[src/rtl/xfer_pkg.sv]
// Shared definitions for the transfer engine: sequencer states, register
// selects and mode bit positions. Assumes nothing beyond IEEE 1800-2017.
package xfer_pkg;

    typedef enum logic [2:0] {
        S_IDLE,
        S_CHK,
        S_RD,
        S_WR,
        S_FIN
    } seq_state_t;

    localparam logic [2:0] SEL_SRC  = 3'd0;
    localparam logic [2:0] SEL_DST  = 3'd1;
    localparam logic [2:0] SEL_CNT  = 3'd2;
    localparam logic [2:0] SEL_MODE = 3'd3;
    localparam logic [2:0] SEL_SIZE = 3'd4;
    localparam logic [2:0] SEL_EN   = 3'd5;

    localparam int MODE_CHAIN_BIT = 7;
    localparam int MODE_ISEL_BIT  = 6;

endpackage

[src/rtl/xfer_regs.sv]
// Descriptor file: one slot per descriptor (addresses, counter, mode, size)
// plus the shared transfer-enable bit. The CPU writes through cfg_*.
// The sequencer updates the current slot's counter and may clear the enable.
// Assumes ADDR_W >= CNT_W and ADDR_W >= 8.
module xfer_regs
    import xfer_pkg::*;
#(
    parameter int ADDR_W   = 24,
    parameter int CNT_W    = 16,
    parameter int NUM_DESC = 2,
    localparam int IDX_W   = (NUM_DESC > 1) ? $clog2(NUM_DESC) : 1
) (
    input  logic              clk,
    input  logic              rst_n,
    input  logic              cfg_we,
    input  logic [IDX_W-1:0]  cfg_idx,
    input  logic [2:0]        cfg_sel,
    input  logic [ADDR_W-1:0] cfg_wdata,
    output logic [ADDR_W-1:0] cfg_rdata,
    input  logic [IDX_W-1:0]  cur_idx,
    output logic [ADDR_W-1:0] cur_src,
    output logic [ADDR_W-1:0] cur_dst,
    output logic [CNT_W-1:0]  cur_cnt,
    output logic              cur_chain,
    output logic              cur_isel,
    output logic              cur_word,
    input  logic              cnt_we,
    input  logic [CNT_W-1:0]  cnt_new,
    input  logic              en_clr,
    output logic              en_o
);

    logic [ADDR_W-1:0] src_a   [NUM_DESC];
    logic [ADDR_W-1:0] dst_a   [NUM_DESC];
    logic [CNT_W-1:0]  cnt_a   [NUM_DESC];
    logic              chain_a [NUM_DESC];
    logic              isel_a  [NUM_DESC];
    logic              word_a  [NUM_DESC];
    logic              en_q;

    for (genvar g = 0; g < NUM_DESC; g++) begin : g_slot
        logic [ADDR_W-1:0] src_q;
        logic [ADDR_W-1:0] dst_q;
        logic [CNT_W-1:0]  cnt_q;
        logic              chain_q;
        logic              isel_q;
        logic              word_q;
        logic              hit;

        assign hit = cfg_we && (cfg_idx == IDX_W'(g));

        // Slot storage: CPU writes; a sequencer counter update takes priority.
        always_ff @(posedge clk) begin
            if (!rst_n) begin
                src_q   <= '0;
                dst_q   <= '0;
                cnt_q   <= '0;
                chain_q <= 1'b0;
                isel_q  <= 1'b0;
                word_q  <= 1'b0;
            end else begin
                if (hit) begin
                    case (cfg_sel)
                        SEL_SRC:  src_q <= cfg_wdata;
                        SEL_DST:  dst_q <= cfg_wdata;
                        SEL_CNT:  cnt_q <= cfg_wdata[CNT_W-1:0];
                        SEL_MODE: begin
                            chain_q <= (g == NUM_DESC - 1) ? 1'b0 : cfg_wdata[MODE_CHAIN_BIT];
                            isel_q  <= cfg_wdata[MODE_ISEL_BIT];
                        end
                        SEL_SIZE: word_q <= cfg_wdata[0];
                        default:  ;
                    endcase
                end
                if (cnt_we && (cur_idx == IDX_W'(g)))
                    cnt_q <= cnt_new;
            end
        end

        assign src_a[g]   = src_q;
        assign dst_a[g]   = dst_q;
        assign cnt_a[g]   = cnt_q;
        assign chain_a[g] = chain_q;
        assign isel_a[g]  = isel_q;
        assign word_a[g]  = word_q;
    end

    // Enable bit: hardware clear at count end wins over a CPU write.
    always_ff @(posedge clk) begin
        if (!rst_n)
            en_q <= 1'b0;
        else if (en_clr)
            en_q <= 1'b0;
        else if (cfg_we && cfg_sel == SEL_EN)
            en_q <= cfg_wdata[0];
    end

    // Readback mux; reserved mode bits return zero.
    always_comb begin
        cfg_rdata = '0;
        case (cfg_sel)
            SEL_SRC:  cfg_rdata = src_a[cfg_idx];
            SEL_DST:  cfg_rdata = dst_a[cfg_idx];
            SEL_CNT:  cfg_rdata = ADDR_W'(cnt_a[cfg_idx]);
            SEL_MODE: begin
                cfg_rdata[MODE_CHAIN_BIT] = chain_a[cfg_idx];
                cfg_rdata[MODE_ISEL_BIT]  = isel_a[cfg_idx];
            end
            SEL_SIZE: cfg_rdata[0] = word_a[cfg_idx];
            SEL_EN:   cfg_rdata[0] = en_q;
            default:  cfg_rdata = '0;
        endcase
    end

    assign cur_src   = src_a[cur_idx];
    assign cur_dst   = dst_a[cur_idx];
    assign cur_cnt   = cnt_a[cur_idx];
    assign cur_chain = chain_a[cur_idx];
    assign cur_isel  = isel_a[cur_idx];
    assign cur_word  = word_a[cur_idx];
    assign en_o      = en_q;


    en_fall_cause_chk: assert property (@(posedge clk) disable iff (!rst_n)
        $fell(en_q) |-> $past(en_clr || (cfg_we && cfg_sel == SEL_EN)));

endmodule

[src/rtl/xfer_pend.sv]
// Pending-activation counter: counts accepted activations not yet taken by
// the sequencer. A push and a pop in the same cycle leave it unchanged.
// Assumes no more than 2**PEND_W-1 activations are outstanding.
module xfer_pend #(
    parameter int PEND_W = 4
) (
    input  logic clk,
    input  logic rst_n,
    input  logic push,
    input  logic pop,
    output logic nz
);

    logic [PEND_W-1:0] cnt_q;

    // Up/down count of outstanding activations.
    always_ff @(posedge clk) begin
        if (!rst_n)
            cnt_q <= '0;
        else if (push && !pop)
            cnt_q <= cnt_q + 1'b1;
        else if (pop && !push)
            cnt_q <= cnt_q - 1'b1;
    end

    assign nz = (cnt_q != '0);


    pend_no_overflow_chk: assert property (@(posedge clk) disable iff (!rst_n)
        (push && !pop) |-> (cnt_q != '1));


    pend_no_underflow_chk: assert property (@(posedge clk) disable iff (!rst_n)
        pop |-> (cnt_q != '0));

endmodule

[src/rtl/xfer_seq.sv]
// Transfer sequencer: alignment check, read phase, write phase, then the
// end-of-transfer decision from the chain and interrupt-select bits.
// Assumes the memory port holds mem_rdata valid while mem_ready is high.
module xfer_seq
    import xfer_pkg::*;
#(
    parameter int ADDR_W   = 24,
    parameter int DATA_W   = 16,
    parameter int CNT_W    = 16,
    parameter int NUM_DESC = 2,
    localparam int IDX_W   = (NUM_DESC > 1) ? $clog2(NUM_DESC) : 1
) (
    input  logic              clk,
    input  logic              rst_n,
    input  logic              start,
    output logic              take,
    output logic [IDX_W-1:0]  cur_idx,
    input  logic [ADDR_W-1:0] cur_src,
    input  logic [ADDR_W-1:0] cur_dst,
    input  logic [CNT_W-1:0]  cur_cnt,
    input  logic              cur_chain,
    input  logic              cur_isel,
    input  logic              cur_word,
    output logic              cnt_we,
    output logic [CNT_W-1:0]  cnt_new,
    output logic              en_clr,
    output logic              mem_valid,
    output logic              mem_we,
    output logic              mem_word,
    output logic [ADDR_W-1:0] mem_addr,
    output logic [DATA_W-1:0] mem_wdata,
    input  logic              mem_ready,
    input  logic [DATA_W-1:0] mem_rdata,
    output logic              done,
    output logic              cpu_irq,
    output logic              flag_clr,
    output logic              err
);

    seq_state_t        state_q;
    logic [IDX_W-1:0]  idx_q;
    logic [DATA_W-1:0] data_q;
    logic              misalign;
    logic              cnt_end;

    assign misalign = cur_word && (cur_src[0] || cur_dst[0]);
    assign cnt_new  = cur_cnt - 1'b1;
    assign cnt_end  = (cnt_new == '0);
    assign cur_idx  = idx_q;
    assign mem_word = cur_word;

    // Per-state outputs and end-of-transfer decisions.
    always_comb begin
        take      = 1'b0;
        err       = 1'b0;
        mem_valid = 1'b0;
        mem_we    = 1'b0;
        mem_addr  = cur_src;
        mem_wdata = data_q;
        done      = 1'b0;
        cnt_we    = 1'b0;
        cpu_irq   = 1'b0;
        flag_clr  = 1'b0;
        en_clr    = 1'b0;
        case (state_q)
            S_IDLE: take = start;
            S_CHK:  err  = misalign;
            S_RD:   mem_valid = 1'b1;
            S_WR: begin
                mem_valid = 1'b1;
                mem_we    = 1'b1;
                mem_addr  = cur_dst;
            end
            S_FIN: begin
                done = 1'b1;
                if (!cur_chain) begin
                    cnt_we   = 1'b1;
                    cpu_irq  = cur_isel || cnt_end;
                    flag_clr = cur_isel;
                    en_clr   = cnt_end;
                end
            end
            default: ;
        endcase
    end

    // State, slot index and captured read data.
    always_ff @(posedge clk) begin
        if (!rst_n) begin
            state_q <= S_IDLE;
            idx_q   <= '0;
            data_q  <= '0;
        end else begin
            case (state_q)
                S_IDLE: if (start) begin
                    state_q <= S_CHK;
                    idx_q   <= '0;
                end
                S_CHK: state_q <= misalign ? S_IDLE : S_RD;
                S_RD: if (mem_ready) begin
                    data_q  <= cur_word ? mem_rdata
                                        : {{(DATA_W-8){1'b0}}, mem_rdata[7:0]};
                    state_q <= S_WR;
                end
                S_WR: if (mem_ready) state_q <= S_FIN;
                S_FIN: begin
                    if (cur_chain) begin
                        idx_q   <= idx_q + 1'b1;
                        state_q <= S_CHK;
                    end else begin
                        state_q <= S_IDLE;
                    end
                end
                default: state_q <= S_IDLE;
            endcase
        end
    end


    done_after_write_chk: assert property (@(posedge clk) disable iff (!rst_n)
        $past(mem_valid && mem_we && mem_ready) |-> done);


    done_only_after_write_chk: assert property (@(posedge clk) disable iff (!rst_n)
        done |-> $past(mem_valid && mem_we && mem_ready));


    bus_hold_chk: assert property (@(posedge clk) disable iff (!rst_n)
        (mem_valid && !mem_ready) |=> (mem_valid && $stable(mem_addr) && $stable(mem_we)));


    err_no_bus_chk: assert property (@(posedge clk) disable iff (!rst_n)
        err |=> !mem_valid);


    flag_needs_irq_chk: assert property (@(posedge clk) disable iff (!rst_n)
        flag_clr |-> (cpu_irq && done));

endmodule

[src/rtl/xfer_ctl.sv]
// Top of the interrupt-triggered transfer engine. Joins the descriptor file,
// the pending counter and the sequencer. Activations are accepted only while
// the enable bit is set; every transfer starts at slot 0.
module xfer_ctl #(
    parameter int ADDR_W   = 24,
    parameter int DATA_W   = 16,
    parameter int CNT_W    = 16,
    parameter int NUM_DESC = 2,
    parameter int PEND_W   = 4,
    localparam int IDX_W   = (NUM_DESC > 1) ? $clog2(NUM_DESC) : 1
) (
    input  logic              clk,
    input  logic              rst_n,
    input  logic              cfg_we,
    input  logic [IDX_W-1:0]  cfg_idx,
    input  logic [2:0]        cfg_sel,
    input  logic [ADDR_W-1:0] cfg_wdata,
    output logic [ADDR_W-1:0] cfg_rdata,
    input  logic              src_req,
    output logic              mem_valid,
    output logic              mem_we,
    output logic              mem_word,
    output logic [ADDR_W-1:0] mem_addr,
    output logic [DATA_W-1:0] mem_wdata,
    input  logic              mem_ready,
    input  logic [DATA_W-1:0] mem_rdata,
    output logic              done,
    output logic              cpu_irq,
    output logic              flag_clr,
    output logic              err
);

    logic [IDX_W-1:0]  cur_idx;
    logic [ADDR_W-1:0] cur_src;
    logic [ADDR_W-1:0] cur_dst;
    logic [CNT_W-1:0]  cur_cnt;
    logic [CNT_W-1:0]  cnt_new;
    logic cur_chain, cur_isel, cur_word;
    logic cnt_we, en_clr, en;
    logic pend_nz, take;

    xfer_regs #(
        .ADDR_W(ADDR_W), .CNT_W(CNT_W), .NUM_DESC(NUM_DESC)
    ) u_regs (
        .clk(clk), .rst_n(rst_n),
        .cfg_we(cfg_we), .cfg_idx(cfg_idx), .cfg_sel(cfg_sel),
        .cfg_wdata(cfg_wdata), .cfg_rdata(cfg_rdata),
        .cur_idx(cur_idx), .cur_src(cur_src), .cur_dst(cur_dst),
        .cur_cnt(cur_cnt), .cur_chain(cur_chain), .cur_isel(cur_isel),
        .cur_word(cur_word), .cnt_we(cnt_we), .cnt_new(cnt_new),
        .en_clr(en_clr), .en_o(en)
    );

    xfer_pend #(
        .PEND_W(PEND_W)
    ) u_pend (
        .clk(clk), .rst_n(rst_n),
        .push(src_req && en), .pop(take), .nz(pend_nz)
    );

    xfer_seq #(
        .ADDR_W(ADDR_W), .DATA_W(DATA_W), .CNT_W(CNT_W), .NUM_DESC(NUM_DESC)
    ) u_seq (
        .clk(clk), .rst_n(rst_n),
        .start(pend_nz), .take(take), .cur_idx(cur_idx),
        .cur_src(cur_src), .cur_dst(cur_dst), .cur_cnt(cur_cnt),
        .cur_chain(cur_chain), .cur_isel(cur_isel), .cur_word(cur_word),
        .cnt_we(cnt_we), .cnt_new(cnt_new), .en_clr(en_clr),
        .mem_valid(mem_valid), .mem_we(mem_we), .mem_word(mem_word),
        .mem_addr(mem_addr), .mem_wdata(mem_wdata),
        .mem_ready(mem_ready), .mem_rdata(mem_rdata),
        .done(done), .cpu_irq(cpu_irq), .flag_clr(flag_clr), .err(err)
    );


    chain_quiet_chk: assert property (@(posedge clk) disable iff (!rst_n)
        (done && cur_chain) |-> (!cpu_irq && !flag_clr && !en_clr));

endmodule

[config.mk]
export PLATFORM = sky130hd
export DESIGN_NAME = xfer_ctl
export DESIGN_NICKNAME = d
export VERILOG_FILES = /design/src/rtl/xfer_pkg.sv /design/src/rtl/xfer_regs.sv /design/src/rtl/xfer_pend.sv /design/src/rtl/xfer_seq.sv /design/src/rtl/xfer_ctl.sv
export SDC_FILE = /design/constraint.sdc
export NUM_CORES = 1
export LEC_CHECK = 0
export BUFFER_PORTS_ARGS = -buffer_cell sky130_fd_sc_hd__buf_4
export CORE_UTILIZATION = 34
export CTS_CLUSTER_DIAMETER = 80
export CTS_CLUSTER_SIZE = 14
export DETAILED_ROUTE_END_ITERATION = 6
export PLACE_DENSITY = 0.55
export SYNTH_ARGS = -nofsm -noshare
export SYNTH_HDL_FRONTEND = slang
export SYNTH_HIERARCHICAL = 1
export SYNTH_SLANG_ARGS = --single-unit
export TNS_END_PERCENT = 30
[constraint.sdc]
create_clock -name clk -period 3 [get_ports clk]
set_clock_uncertainty 0.15 [all_clocks]
set_input_delay 0 -clock clk [delete_from_list [all_inputs] [get_ports clk]]
set_output_delay 0 -clock clk [all_outputs]
set_load 0.01 [all_outputs]
After elaboration in Yosys (flattened, before gate mapping)
Index checks and enable logic that the tools add are counted.

Bits in registers: 158. Input bits: 49. Output and inout port bits: 71. Word-level logic and storage cells: 149.

Add/subtract/negate cells: 4. Order comparisons: 2. Equality and inequality tests: 13. Muxes and demuxes: 71. Bitwise gates (word level): 5. Reduce and logical (&&, ||, !) cells: 38.

Operators by type and width (count): $mux 24 (13); $mux 16 (12); $pmux 16 s3 (1); $mux 1 (34); $reduce_and 2->1 (11); $logic_not 16->1 (1); $sub 16x1->16 const B (1); $pmux 3 s5 (1); $pmux 5 s3 (1); $eq 3x2->1 const B (4); $reduce_bool 2->1 (6); $eq 3x3->1 const B (3); $logic_and 1x1->1 (9); $mux 3 (3); $mux 4 (2); $pmux 2 s4 (1); $eq 3x1->1 const B (2); $logic_not 3->1 (2); $reduce_and 3->1 (2); $pmux 1 s5 (1); $add 4x1->4 const B (1); $ge 2x2->1 const B (2); $ne 2x1->1 const B (2); $ne 2x2->1 const B (2); 10 further kinds (16).

Depth between registers and ports, before layout
Depth after elaboration: 9. Gate-level depth with buffers: 13.

Hierarchy
Netlist, hierarchy kept.

By module, submodules not included: xfer_regs (times used 1, cells an instance 877, area each 7338.3 um^2, seq. area each 2682.6 um^2); xfer_seq (times used 1, cells an instance 191, area each 1562.7 um^2, seq. area each 400.4 um^2); xfer_pend (times used 1, cells an instance 28, area each 284.0 um^2, seq. area each 80.1 um^2); xfer_ctl (times used 1, cells an instance 1, area each 6.3 um^2, seq. area each 0.0 um^2).

Least setup slack after synthesis
Ideal clock, no wire load.

Path type: reg-to-reg. From: reg u_seq.idx_q, in the netlist u_seq/cur_idx. To: reg u_regs.g_slot[0].cnt_q[15]. Setup time: 0.074 ns. Arrival time: 3.100 ns. Path slack: -0.324 ns. Stages on the path, launching flop included: 14. Buffers on the path: 5. Period minus slack after synthesis: 3.324 ns. Cell sequence: dfxtp_1 clkbuf_1 buf_2 buf_2 mux2_2 buf_6 or4_4 buf_6 or2_4 or3_4 nor2_1 xor2_1 o21ai_0 a31oi_1.

Elaborated cells on any way between the ends: 16.

RTL lines: start, declared (RTL line xfer_seq.sv:41) `logic [IDX_W-1:0] idx_q;`; start signal, assigned (RTL line xfer_seq.sv:108) `idx_q <= idx_q + 1'b1;`; $not 1->2 (not written as such) (RTL line xfer_regs.sv:117) `assign cur_cnt = cnt_a[cur_idx];`; $mux 16 (not written as such) (3 in series) (RTL line xfer_regs.sv:117); named net cur_cnt[2] (RTL line xfer_ctl.sv:36) `logic [CNT_W-1:0] cur_cnt;`; $sub 16x1->16 (RTL line xfer_seq.sv:47) `assign cnt_new = cur_cnt - 1'b1;`; named net cnt_new[15] (RTL line xfer_ctl.sv:37) `logic [CNT_W-1:0] cnt_new;`; $mux 16 (RTL line xfer_regs.sv:75) `if (cnt_we && (cur_idx == IDX_W'(g)))`; end signal, assigned (RTL line xfer_regs.sv:66) `SEL_CNT: cnt_q <= cfg_wdata[CNT_W-1:0];`; end signal, assigned (RTL line xfer_regs.sv:76) `cnt_q <= cnt_new;`; end, declared (RTL line xfer_regs.sv:44) `logic [CNT_W-1:0] cnt_q;`.

The timed path passes the listed nets, and every way through them passes these cells. The select of a mux whose other input is x is not followed. A chain may end at the register's enable or synchronous reset.

Worst setup path in the final report
From: reg u_seq.idx_q, in the netlist u_seq/cur_idx. To: out cpu_irq.

Cells in the longest elaborated chain, start to end: 9. Elaborated cells on any way between the ends: 15.

RTL lines: $not 1->2 (not written as such) (RTL line xfer_regs.sv:117); $mux 16 (not written as such) (3 in series) (RTL line xfer_regs.sv:117); named net cur_cnt[2] (RTL line xfer_ctl.sv:36); $sub 16x1->16 (RTL line xfer_seq.sv:47); $logic_not 16->1 (RTL line xfer_seq.sv:48) `assign cnt_end = (cnt_new == '0);`; $logic_or 1x1->1 (RTL line xfer_seq.sv:78) `cpu_irq = cur_isel || cnt_end;`; $mux 1 (RTL line xfer_seq.sv:76) `if (!cur_chain) begin`; $mux 1 (RTL line xfer_seq.sv:65) `case (state_q)`; end, declared (RTL line xfer_ctl.sv:28) `output logic cpu_irq,`.

The timed path passes the listed nets, and every way through them passes these cells. The select of a mux whose other input is x is not followed.

==> impl_metrics.json <==
{
  "yosysWarnings": 6,
  "whs_endpoint": "u_pend/cnt_q[1]$_SDFFE_PN0P_",
  "critPathKind": "reg2out",
  "synth-seq-cells": 158,
  "slew-limit-headroom_pct": 25.5,
  "ant_nets": 0,
  "grt_pass1_wl_um": 47700,
  "whs_path_depth": 5,
  "ys.flop_type": "dfxtp_1",
  "insertion_delay_ns": 0.43,
  "rows": 59,
  "numPortBuffers": 119,
  "ys_top_cells_by_area": "dfxtp_1 34%, mux2_2 11%, o21ai_0 9.4%",
  "dpl.cell_count": 1463,
  "worst_r2r_path_depth": 10,
  "num_vias": 8780,
  "leakagePower_nw": 4.24,
  "synth_top_area_share_pct": 34.4,
  "grt_max_degree": 67,
  "syn_nets": 1152,
  "status": "complete, but fails checks",
  "clk_pin_slew_worst_paths_ns": 0.06,
  "drt_first_iter_violations": 585,
  "r2r_end": "u_regs/g_slot[0].cnt_q[13]$_SDFFE_PN0P_",
  "yosys.area.top_type": "dfxtp_1",
  "violations": "design-rule violations, negative setup slack",
  "syn_inst": 1097,
  "hp-class": "in2reg",
  "layout_setup_ws_ns": -0.0551,
  "final_layout_size_suffix_gt1_share_pct": 25.2,
  "drc": 5,
  "post-place-ws_ns": 0.101,
  "cts-root-buf": "clkbuf_16",
  "grt.overflow.total": 0,
  "routed_wl_um": 29700,
  "vdd_drop_max_mv": 0.334,
  "viasPerCell": 5.66,
  "grt.total_usage_pct": 21.4,
  "rsz0062_at_grt": "yes",
  "critPathCaptureType": "output pin",
  "antenna_found_initial": 0,
  "cap_viol_max_count": 0,
  "synthArstFlopShare_pct": 0,
  "place_congestion": 0.862,
  "drv_slew": 0,
  "hold_violations": 0,
  "critPathArrivalTime_ns": 2.91,
  "setup_tns_ns": -0.0551,
  "period_share_pct": 102,
  "clock-sinks": 158,
  "cts_tree": "done",
  "htree_levels": 4,
  "dp.final_hpwl_um": 18500,
  "synth_area_per_cell_um2": 8.38,
  "fin_nets": 1258,
  "worstPathRequired_ns": 2.85,
  "worst_pin_slew_ns": 1.12,
  "cts_buffer_depth": 2,
  "die_y_um": 166,
  "die-area_um2": 27700,
  "area_growth_pct": 24.2,
  "synth_edf_count": 0,
  "finalHoldWorstSlack_ns": 0.135,
  "die_w_um": 166,
  "fin_crit_ns": 3.06,
  "grt_pass1_vias": 8545,
  "ys_types": 62,
  "synth-seq-area-share_pct": 34.4,
  "fin_cells": 1551,
  "core-area_um2": 26300,
  "tritoncts.num_buffers": 17,
  "max_freq_mhz": 327,
  "syn-cell-area_um2": 9190,
  "io_pins": 120,
  "initial_utilization_pct": 35.0,
  "p_per_area_nw_per_um2": 479,
  "r2r-start": "u_seq/cur_idx$_SDFFE_PN0P_",
  "diodes": 0,
  "rrSetupSlack_ns": 0.03,
  "setup_viol": 1,
  "hp-start": "src_req",
  "crit_path_start_kind": "flop",
  "crit_path_max_fanout": 8,
  "wl_per_cell_um": 19.1,
  "first_pass_iters": 7
}
[state kept, by name (all words and copies together), names as in the netlist]
signal,cells
u_seq/state_q,3
u_regs/g_slot.src_q,48
u_regs/g_slot.dst_q,48
u_regs/g_slot.word_q,2
u_seq/mem_wdata,16
u_seq/cur_idx,1
u_regs/g_slot.isel_q,2
u_pend/cnt_q,4
u_regs/g_slot.chain_q,1
u_regs/en_o,1
u_regs/g_slot.cnt_q,32
[critical path, cell delays in order, from the launching register on]
cell	delay [ns]
dfxtp_4	0.37
buf_4	0.15
buf_4	0.13
mux2_4	0.33
or4_4	0.48
or4_1	0.42
nand3_1	0.10
and4_4	0.26
or2_1	0.11
buf_4	0.11
[Yosys cell counts, types with 2 or more instances]
cell type / count
or3b_1: 2
xor2_1: 8
nor2_1: 9
o21ai_1: 11
clkbuf_1: 60
and3_1: 3
o22a_1: 13
or3_1: 2
nor3_1: 4
or3_4: 2
o22ai_1: 12
ha_1: 5
and3b_1: 2
inv_1: 15
buf_2: 37
buf_6: 12
or2_1: 2
o21ai_0: 172
nor4_1: 5
xnor2_1: 6
nor2b_1: 3
a21oi_1: 105
dfxtp_1: 158
nand2_1: 33
nor4b_1: 5
nor3b_1: 3
a31oi_1: 34
nor4bb_1: 2
and2_1: 5
nand3b_1: 3
mux2_2: 90
mux2i_1: 68
nand2b_1: 5
buf_4: 8
a21boi_0: 16
nand3_1: 145
or4_1: 6
o21ai_2: 2
[layer usage]
layer	track usage, %	part of all wire (%)	vias up
met1	28.8	46	4282
met5	0	0	-
met2	35.4	48	233
met4	6.04	1.4	0
li1	-	-	4240
met3	3.42	4.5	25
[worst max-delay path by stage]
| stage | start | end | slack, ns |
|---|---|---|---|
| 4_1_cts | u_seq/cur_idx$_SDFFE_PN0P_ | cpu_irq | -0.08 |
| 3_5_place_dp | u_seq/cur_idx$_SDFFE_PN0P_ | u_regs/g_slot[0].cnt_q[13]$_SDFFE_PN0P_ | 0.10 |
| 2_1_floorplan | u_seq/cur_idx$_SDFFE_PN0P_ | u_regs/g_slot[0].cnt_q[13]$_SDFFE_PN0P_ | -0.08 |
| 6_report | u_seq/cur_idx$_SDFFE_PN0P_ | cpu_irq | -0.06 |
| 5_1_grt | u_seq/cur_idx$_SDFFE_PN0P_ | cpu_irq | -0.14 |
| 3_3_place_gp | u_seq/cur_idx$_SDFFE_PN0P_ | u_regs/g_slot[1].cnt_q[13]$_SDFFE_PN0P_ | 0.09 |
[stage by stage]
| stage | util (%) | instance area (µm²) | total power, mW |
|---|---|---|---|
| floorplan | - | 9220 | 3.04 |
| global placement | 38.9 | 10200 | 3.31 |
| detailed placement | 38.9 | 10200 | 3.32 |
| CTS | 43.3 | 11400 | 5.49 |
| global route | 43.4 | 11400 | 5.70 |
| finish | 43.4 | 11400 | 5.46 |
[cells by family (layout without fill, tap and decap cells)]
logic type	after synthesis	after routing	share of synthesized area, %
buffers and inverters	136	255	7.56
AOI/OAI and AO/OA	373	373	22.3
and+or+nand+nor	252	252	15.0
DFF	158	158	34.4
muxes	158	158	18.4
adders and majority gates	6	6	0.898
xor gates and xnor gates	14	14	1.33
[layout make-up]
cell class	instances	area (µm²)
flip-flops and latches	158	3170
clock buffers	19	433
multi-input cells	803	5420
well taps	335	419
repair buffers	207	1780
clock inverters	13	134
fillers	2692	14900
inverters	16	60.1
[power breakdown]
part	switching (mW)	internal (mW)
sequential	0.0770	2.17
combinational	0.613	0.473
clock	0.963	1.16
[placed cells by master (no fill, tap or decap), drive strengths merged, types with 4 or more instances in the layout]
cell type,instances
nor2,9
dfxtp,158
xor2,8
nor3b,4
a31oi,34
dlygate4sd3,50
nor4b,5
buf,157
o21ai,185
mux2,90
o22a,13
inv,21
nand2b,5
xnor2,6
o22ai,12
nand2,33
nor3,5
ha,5
nor4,5
nand3,145
clkinv,4
or4,7
a21oi,106
clkbuf,19
a21boi,16
or3,5
mux2i,68
and2,5
[repair_timing]
action / 4_1_cts / 5_1_grt
hold endpoints to repair: 153 / 0
hold buffers: 50 / 0
setup endpoints to repair: 1 / 7
gates resized for setup: 8 / 8
pin swaps: 2 / 4
cloned: 0 / 0
setup buffers: 6 / 0
(Power assumes the default switching activity.)
